**src/rtl/tms_pkg.sv**
```systemverilog
package tms_pkg;
    localparam int NUM_PORTS = 2;
    localparam int SRC_W     = 4;
    localparam int RANK_W    = 4;
    localparam int PAY_W     = 8;
    localparam int TAG_W     = SRC_W + RANK_W;
    localparam int IDX_W     = (NUM_PORTS > 1) ? $clog2(NUM_PORTS) : 1;

    typedef struct packed {
        logic              route;
        logic [SRC_W-1:0]  src;
        logic [RANK_W-1:0] rank;
        logic [PAY_W-1:0]  payload;
        logic              ghost;
        logic              tok;
    } flit_t;

    localparam int FLIT_W = $bits(flit_t);

    typedef enum logic [1:0] {ACT_IDLE, ACT_ROUTE, ACT_WAVE} act_e;

    // Ordering key: a token sorts above every real tag.
    function automatic logic [TAG_W:0] order_key(flit_t f, logic is_tok);
        return is_tok ? {1'b1, {TAG_W{1'b0}}} : {1'b0, f.src, f.rank};
    endfunction

    function automatic flit_t make_token(logic port);
        flit_t f;
        f       = '0;
        f.route = port;
        f.ghost = 1'b1;
        f.tok   = 1'b1;
        return f;
    endfunction

    function automatic flit_t make_ghost(flit_t src_f, logic port);
        flit_t f;
        f       = '0;
        f.route = port;
        f.src   = src_f.src;
        f.rank  = src_f.rank;
        f.ghost = 1'b1;
        return f;
    endfunction
endpackage

```
**src/rtl/tms_in_queue.sv**
```systemverilog
module tms_in_queue
    import tms_pkg::*;
#(
    parameter int DEPTH = 4
) (
    input  logic  clk,
    input  logic  rst,
    input  logic  in_valid,
    input  flit_t in_flit,
    output logic  in_ready,
    input  logic  pop_msg,
    input  logic  pop_tok,
    output logic  head_valid,
    output flit_t head,
    output logic  head_is_tok,
    output logic  head_is_ghost
);
    localparam int PTR_W = (DEPTH > 1) ? $clog2(DEPTH) : 1;
    localparam int CNT_W = $clog2(DEPTH + 1);

    flit_t            mem [DEPTH];
    logic [PTR_W-1:0] rd_ptr, wr_ptr, tail_ptr;
    logic [CNT_W-1:0] count;
    logic             hold;
    flit_t            tail;
    logic             can_over, do_over, write_new, do_pop;

    function automatic logic [PTR_W-1:0] ptr_inc(logic [PTR_W-1:0] p);
        return (p == PTR_W'(DEPTH - 1)) ? '0 : p + 1'b1;
    endfunction

    always_comb begin
        tail_ptr  = (wr_ptr == '0) ? PTR_W'(DEPTH - 1) : wr_ptr - 1'b1;
        tail      = mem[tail_ptr];
        head      = mem[rd_ptr];
        head_valid = (count != '0);
        can_over  = head_valid && tail.ghost && !tail.tok;
        do_over   = in_valid && can_over;
        write_new = in_valid && !can_over && (count < CNT_W'(DEPTH));
        do_pop    = pop_tok || (pop_msg && !head.tok);
        in_ready  = (count < CNT_W'(DEPTH));
        head_is_tok   = head_valid && head.tok && (head.ghost || hold);
        head_is_ghost = head_valid && head.ghost && !head.tok;
    end

    always_ff @(posedge clk) begin
        if (do_over)   mem[tail_ptr] <= in_flit;
        if (write_new) mem[wr_ptr]   <= in_flit;
    end

    always_ff @(posedge clk) begin
        if (rst) begin
            rd_ptr <= '0;
            wr_ptr <= '0;
            count  <= '0;
            hold   <= 1'b0;
        end else begin
            if (write_new) wr_ptr <= ptr_inc(wr_ptr);
            if (do_pop)    rd_ptr <= ptr_inc(rd_ptr);
            count <= count + CNT_W'(write_new) - CNT_W'(do_pop);
            if (pop_tok)
                hold <= 1'b0;
            else if (pop_msg && head.tok)
                hold <= 1'b1;
        end
    end
endmodule

```
**src/rtl/tms_arbiter.sv**
```systemverilog
module tms_arbiter
    import tms_pkg::*;
(
    input  logic [NUM_PORTS-1:0] head_valid,
    input  flit_t                heads [NUM_PORTS],
    input  logic [NUM_PORTS-1:0] is_tok,
    input  logic [NUM_PORTS-1:0] is_ghost,
    output act_e                 act,
    output logic [IDX_W-1:0]     win_idx,
    output flit_t                win_flit
);
    logic [TAG_W:0] best_key, key;

    always_comb begin
        win_idx  = '0;
        best_key = order_key(heads[0], is_tok[0]);
        for (int i = 1; i < NUM_PORTS; i++) begin
            key = order_key(heads[i], is_tok[i]);
            if (key < best_key) begin
                best_key = key;
                win_idx  = IDX_W'(i);
            end
        end
        key      = best_key;
        win_flit = heads[win_idx];
        act      = ACT_IDLE;
        if (&head_valid) begin
            if (&is_tok)
                act = ACT_WAVE;
            else if (!is_tok[win_idx] && !is_ghost[win_idx])
                act = ACT_ROUTE;
        end
    end
endmodule

```
**src/rtl/tms_egress.sv**
```systemverilog
module tms_egress
    import tms_pkg::*;
#(
    parameter int   PORT    = 0,
    parameter logic IS_HOST = 1'b0
) (
    input  logic  clk,
    input  logic  rst,
    input  act_e  act,
    input  flit_t win_flit,
    output logic  out_valid,
    output flit_t out_flit
);
    always_ff @(posedge clk) begin
        if (rst) begin
            out_valid <= 1'b0;
            out_flit  <= '0;
        end else begin
            out_valid <= 1'b0;
            out_flit  <= '0;
            case (act)
                ACT_WAVE: begin
                    out_valid <= 1'b1;
                    out_flit  <= make_token(1'(PORT));
                end
                ACT_ROUTE: begin
                    if (win_flit.route == 1'(PORT)) begin
                        out_valid      <= 1'b1;
                        out_flit       <= win_flit;
                        out_flit.ghost <= 1'b0;
                        out_flit.tok   <= 1'b0;
                    end else begin
                        out_valid <= !IS_HOST;
                        out_flit  <= make_ghost(win_flit, 1'(PORT));
                    end
                end
                default: ;
            endcase
        end
    end
endmodule

```
**src/rtl/tagmerge_switch.sv**
```systemverilog
module tagmerge_switch
    import tms_pkg::*;
#(
    parameter int               DEPTH     = 4,
    parameter logic [1:0]       HOST_MASK = 2'b10,
    parameter int               PULSE_W   = 16
) (
    input  logic                           clk,
    input  logic                           rst,
    input  logic [NUM_PORTS-1:0]           in_valid,
    input  logic [NUM_PORTS-1:0][FLIT_W-1:0] in_flit,
    output logic [NUM_PORTS-1:0]           in_ready,
    output logic [NUM_PORTS-1:0]           out_valid,
    output logic [NUM_PORTS-1:0][FLIT_W-1:0] out_flit,
    output logic [PULSE_W-1:0]             pulse_count
);
    flit_t                heads [NUM_PORTS];
    logic [NUM_PORTS-1:0] head_valid, is_tok, is_ghost, pop_msg, pop_tok;
    act_e                 arb_act, act;
    logic [IDX_W-1:0]     win_idx;
    flit_t                win_flit;
    logic                 init_pend;

    for (genvar g = 0; g < NUM_PORTS; g++) begin : g_in
        tms_in_queue #(.DEPTH(DEPTH)) q_i (
            .clk          (clk),
            .rst          (rst),
            .in_valid     (in_valid[g]),
            .in_flit      (flit_t'(in_flit[g])),
            .in_ready     (in_ready[g]),
            .pop_msg      (pop_msg[g]),
            .pop_tok      (pop_tok[g]),
            .head_valid   (head_valid[g]),
            .head         (heads[g]),
            .head_is_tok  (is_tok[g]),
            .head_is_ghost(is_ghost[g])
        );
        assign pop_tok[g] = !init_pend && (arb_act == ACT_WAVE);
        assign pop_msg[g] = !init_pend && (arb_act == ACT_ROUTE) && (win_idx == IDX_W'(g));
    end

    tms_arbiter arb_i (
        .head_valid(head_valid),
        .heads     (heads),
        .is_tok    (is_tok),
        .is_ghost  (is_ghost),
        .act       (arb_act),
        .win_idx   (win_idx),
        .win_flit  (win_flit)
    );

    assign act = init_pend ? ACT_WAVE : arb_act;

    for (genvar g = 0; g < NUM_PORTS; g++) begin : g_out
        flit_t f_out;
        tms_egress #(.PORT(g), .IS_HOST(HOST_MASK[g])) eg_i (
            .clk      (clk),
            .rst      (rst),
            .act      (act),
            .win_flit (win_flit),
            .out_valid(out_valid[g]),
            .out_flit (f_out)
        );
        assign out_flit[g] = f_out;
    end

    always_ff @(posedge clk) begin
        if (rst) begin
            init_pend   <= 1'b1;
            pulse_count <= '0;
        end else begin
            init_pend <= 1'b0;
            if (act == ACT_WAVE) pulse_count <= pulse_count + 1'b1;
        end
    end
endmodule

```
**config.mk**
```make
export PLATFORM = sky130hd
export DESIGN_NAME = tagmerge_switch
export DESIGN_NICKNAME = d
export VERILOG_FILES = /design/src/rtl/tms_pkg.sv /design/src/rtl/tms_in_queue.sv /design/src/rtl/tms_arbiter.sv /design/src/rtl/tms_egress.sv /design/src/rtl/tagmerge_switch.sv
export SDC_FILE = /design/constraint.sdc
export NUM_CORES = 1
export LEC_CHECK = 0
export BUFFER_PORTS_ARGS = -buffer_cell sky130_fd_sc_hd__buf_2
export CORE_UTILIZATION = 44
export DETAILED_ROUTE_END_ITERATION = 7
export GPL_TIMING_DRIVEN = 0
export RECOVER_POWER = 100
export SLEW_MARGIN = 10
export SYNTH_ARGS = -nofsm -noshare
export SYNTH_HDL_FRONTEND = slang
export SYNTH_SLANG_ARGS = --single-unit
```
**constraint.sdc**
```tcl
create_clock -name clk -period 5 [get_ports clk]
set_clock_uncertainty 0.2 [all_clocks]
set_input_delay 0.25 -clock clk [delete_from_list [all_inputs] [get_ports clk]]
set_output_delay 0.25 -clock clk [all_outputs]
set_load 0.01 [all_outputs]
```
# After elaboration in Yosys (flattened, before gate mapping)
# Memories as Yosys holds them, arrays and structs flattened. A register that Yosys moved wholly into a read port is not among the register bits.
# Cells that the tools add are included.
# Widths: inputs -> output; s select.
[op_classes] add_sub_neg=11 magnitude_cmp=5 n_eq_ne=8 muxes=46 bitwise=2 n_reduce_logical=50
[op_table] op="$mux 19" count=5
[op_table] op="$pmux 19 s2" count=1
[op_table] op="$reduce_or 19->1" count=2
[op_table] op="$pmux 18 s2" count=1
[op_table] op="$mux 2" count=15
[op_table] op="$logic_and 1x1->1" count=27
[op_table] op="$mux 10" count=2
[op_table] op="$mux 1" count=19
[op_table] op="$mux 9" count=2
[op_table] op="$add 16x1->16 const B" count=1
[op_table] op="$eq 2x2->1 const B" count=6
[op_table] op="$logic_not 1->1" count=9
[op_table] op="$lt 9x9->1" count=1
[op_table] op="$add 2x1->2 const B" count=4
[op_table] op="$add 3x1->3" count=2
[op_table] op="$lt 3x3->1 const B" count=2
[op_table] op="$reduce_bool 3->1" count=2
[op_table] op="$sub 3x1->3" count=2
[op_table] op="$eq 2x1->1 const B" count=2
[op_table] op="$logic_not 2->1" count=2
[op_table] op="$logic_or 1x1->1" count=4
[op_table] op="$reduce_and 2->1" count=2
[op_table] op="$reduce_or 2->1" count=2
[op_table] op="$sub 2x1->2 const B" count=2
[op_table] op="other kinds (5)" count=5
[totals] reg_bits=73 mem_bits_rw=152 inputBits=42 wordCells=148 mem_count=2
[mem_list] name="g_in[0].q_i.mem" words=4 word_bits=19 rd=2 rd_clocked_by_memory_dff=1 write_ports=1 line="tms_in_queue.sv:21" source="flit_t mem [DEPTH];"
[mem_list] name="g_in[1].q_i.mem" words=4 word_bits=19 rd=2 rd_clocked_by_memory_dff=1 write_ports=1 line="tms_in_queue.sv:21"

# Longest topological paths before layout
[depth] word_depth=20 ltp_mapped=19 depth_no_buf=17

# Modules after synthesis
# Synthesis repeated with hierarchy kept, for this count alone.
[hier_totals] hier_cells=590 hier_area_um2=9357.7
[by_module_without_submodules] mod="tms_in_queue (g_in[1].q_i)" n_inst=1 cells_each=174 area_per_inst_um2=3424.5
[by_module_without_submodules] mod="tms_in_queue (g_in[0].q_i)" n_inst=1 cells_each=164 area_per_inst_um2=3402.0
[by_module_without_submodules] mod="tagmerge_switch" n_inst=1 cells_each=93 area_per_inst_um2=804.5
[by_module_without_submodules] mod="tms_egress (g_out[1].eg_i)" n_inst=1 cells_each=48 area_per_inst_um2=585.6
[by_module_without_submodules] mod="tms_egress (g_out[0].eg_i)" n_inst=1 cells_each=47 area_per_inst_um2=574.3
[by_module_without_submodules] mod="tms_arbiter" n_inst=1 cells_each=64 area_per_inst_um2=566.8

# Worst setup path before layout
# OpenSTA, ideal clock, no wires.
[synth_path] kind="register to register" from="register (tool-made name)" to="register pulse_count[11]" setup_time_ps=128 arrival_time_ps=4213 t_required_ps=4672 slack_ps=460 stages_incl_launch_ff=19 n_path_buf=5 period_less_slack_ps=4540 cell_sequence="dfxtp_1 -> buf_4 -> buf_2 -> mux4_2 -> and2_1 -> ha_1 -> a21o_1 -> a221oi_1 -> o221a_2 -> o21ai_1 -> buf_4 -> o311ai_1 -> ha_1 -> clkbuf_1 -> and4_1 -> clkbuf_1 -> nand4_1 -> xor2_1 -> nor2_1"
[synth_rtl] element="end signal, assigned" line="tagmerge_switch.sv:73" source="if (act == ACT_WAVE) pulse_count <= pulse_count + 1'b1;"
[synth_rtl] element="end, declared" line="tagmerge_switch.sv:15" source="output logic [PULSE_W-1:0] pulse_count"

==> run metrics <==
status=completed; DR vias=5492; Post-synth ARST share=0%; largest net degree at the start of global routing=20; Die Y=144.9 microns; clk sinks=217; total placed cells including tap cells=980; max cap viols=0; CTS H-tree depth=1; area of the core=19720 sq um; IO buf count=98; largest family of logic cells by synthesized area=multiplexers; Layout area overhead=20.44%; Tot GR Track Use=18.03%; maximum vdd ir drop=0.3139 mV; routed wire length=18290 microns; LEAKAGE=3.806 nW; crit-path cells=mux4_2, o211a_1, clkinvlp_4, nand2_1, ha_1, a21o_1, a221oi_1, o221a_2, o21ai_1, buf_4, o311a_1, ha_1, nor2_2, nand2_2, clkbuf_2, a21oi_1; wire per inst=17.28 microns; fin crit share=96.32%; critical path endpoint=g_out[0].eg_i.out_flit[9]; final slew viol count=0; Ant. Diodes=0; Final Hold Fails=0; dpl cell area=9931 sq um; HP Class=input pin to flip-flop; Worst-Skew Late Latency=510 ps; initial antenna violation count=0; gpl congestion=0.9092; Yosys warning count=0; Worst slew margin=30.92%; global-route wire length before repair=28230 microns; vias in the first global route=5448; Initial Util=45.55%; RSZ-0062 raised after global routing=false; Root Buffer=clkbuf_16; GRT overflow=0; Fin Setup TNS=0 ps; DR vias/cell=5.191; clk slew on worst S/H paths=60 ps; Synth area leader=edfxtp_1; worst r2r dst=g_out[0].eg_i.out_flit[9]; Max Root-Sink Buffers=3; Post-synth EDFFs=152; IO Pins=100; mux share of post-synthesis cell area=11.47%; commonest non-fill, non-tap cell in the layout=edfxtp_1; most frequent cells in the layout=edfxtp_1, clkbuf_1, dfxtp_1; Yosys cell types=55; top post-synthesis cells by area=edfxtp_1, dfxtp_1, mux4_2, ha_1, nand3_1; post-route insts no fill=1058; min Tclk post-route=4816 ps; critical path data required time=5210 ps; Worst setup SP type=flip-flop; Reg2Reg Setup Slack=180 ps; nets=843; Synth Register Bits=217; FF-to-FF path depth=16; Cell Rows=51; Crit. End Element=flip-flop; Post-Synth Adder-Cell Area=3.650%; die area=20990 sq um; Worst-Margin Slew=1036 ps; crit path DAT=5020 ps; PD cells=480.8 nW/um^2; number of CTS-inserted buffers=23; die width=144.9 microns; Mapped Cells=610; Final Setup Violations=0; Syn Nets=677; share of cells above drive strength 1=14.63%; sequential area share after synthesis=65.31%; detailed placement HPWL=12740 microns; post-synthesis xor/xnor area fraction=1.853%; mapped cell area=8981 sq um; Final Cell Area=10820 sq um; Peak Freq=0.2076 GHz; Fin Hold WS=32.42 ps; Crit Path Category=flip-flop to flip-flop; Synth top area share=50.82%; Detailed Routing Iterations Pass 1=5; Critical Path Max Stage Delay=530 ps; Initial DRC Count=286; Synth Area per Inst=14.72 sq um; CTS tree=yes; Crit-path slowest cell=mux4_2; Residual DRC=0; Final ANT Viol Nets=0; simple-gate share of the synthesized area=9.097%; worst-path fanout max=10; Top FF cell, synth=edfxtp_1; cell mode on critical path=ha_1; compound-gate portion of the synthesized area=4.556%
-- flip-flops by register name, indices dropped and copies added (netlist names), named ones only --
name                  flops
init_pend                 1
g_in.q_i.wr_ptr           4
g_in.q_i.count            6
g_out.eg_i.out_flit      27
g_out.eg_i.out_valid      1
g_in.q_i.rd_ptr           4
pulse_count              16
g_in.q_i.mem            152
g_in.q_i.hold             2
-- critical path: cells and delay by family, from the launching register on --
family | cells | cell delay (ps)
AOI/OAI and AO/OA | 7 | 1800
buffers and inverters | 3 | 670
adders and majority gates | 2 | 620
muxes | 1 | 530
and+or+nand+nor | 3 | 490
DFF | 1 | 390
-- cell families (layout without fill, tap and decap cells) --
kind of cell	after synthesis	in the layout
buffers and inverters	71	254
xor gates and xnor gates	19	19
muxes	54	54
other	1	1
and+or+nand+nor	165	165
adders and majority gates	25	25
DFF	217	217
AOI/OAI and AO/OA	58	58
-- worst min-delay path by stage --
stage,from,to,slack (ps),depth (start not counted)
after CTS,in_valid[1],g_in[1].q_i.wr_ptr[0],6,4
after detailed placement,rst,init_pend,190,1
after global placement,rst,init_pend,200,1
after global routing,in_valid[1],g_in[1].q_i.wr_ptr[0],60,4
final,in_valid[1],g_in[1].q_i.wr_ptr[0],30,4
after floorplan,rst,init_pend,80,0
-- timing repair --
item | 4_1_cts | 5_1_grt
pin swaps | 0 | 1
setup buffers | 0 | 3
resized for setup | 3 | 12
hold buffers | 39 | 0
hold endpoints to repair | 156 | 0
endpoints found under the setup margin | 33 | 32
cloned | 0 | 0
-- metal layers --
layer	part of all wire (%)	global-route usage, %
met1	45	23.62
met2	48	31.02
met4	2.4	5.485
met3	4.7	2.600
met5	0	0
-- synthesized netlist by cell type, types with 7 or more instances --
cell type	instances
a21oi_1	28
and2_1	8
buf_4	24
clkbuf_1	14
dfxtp_1	65
edfxtp_1	152
ha_1	23
inv_1	28
mux2i_1	11
mux4_2	38
nand2_1	43
nand2b_1	11
nand3_1	39
nor2_1	28
nor2b_1	8
xnor2_1	7
xor2_1	12
-- layout make-up --
cell class,count,area (sq um)
buffer,36,234.0
clock buffer,36,676.9
clock inverter,6,33.78
fill,1660,8901
inverter,29,112.6
multi-input combinational,322,2750
sequential,217,5867
tap,265,331.6
timing repair buffer,147,810.8
-- metrics by stage --
step | utilization [%] | power, mW | setup slack [ps]
6_report | 54.86 | 5.201 | 183.8
5_1_grt | 54.86 | 5.477 | 17.86
2_1_floorplan | - | 3.270 | 459.5
3_5_place_dp | 50.36 | 3.693 | -243.1
4_1_cts | 55.87 | 5.317 | 10.58
3_3_place_gp | 49.72 | 3.590 | -220.1
-- report_power, final --
| part | internal, mW | switching (mW) |
|---|---|---|
| clock | 0.931 | 0.653 |
| combinational | 0.500 | 0.780 |
| sequential | 2.25 | 0.0894 |
Power figures use the tool's default switching activity.
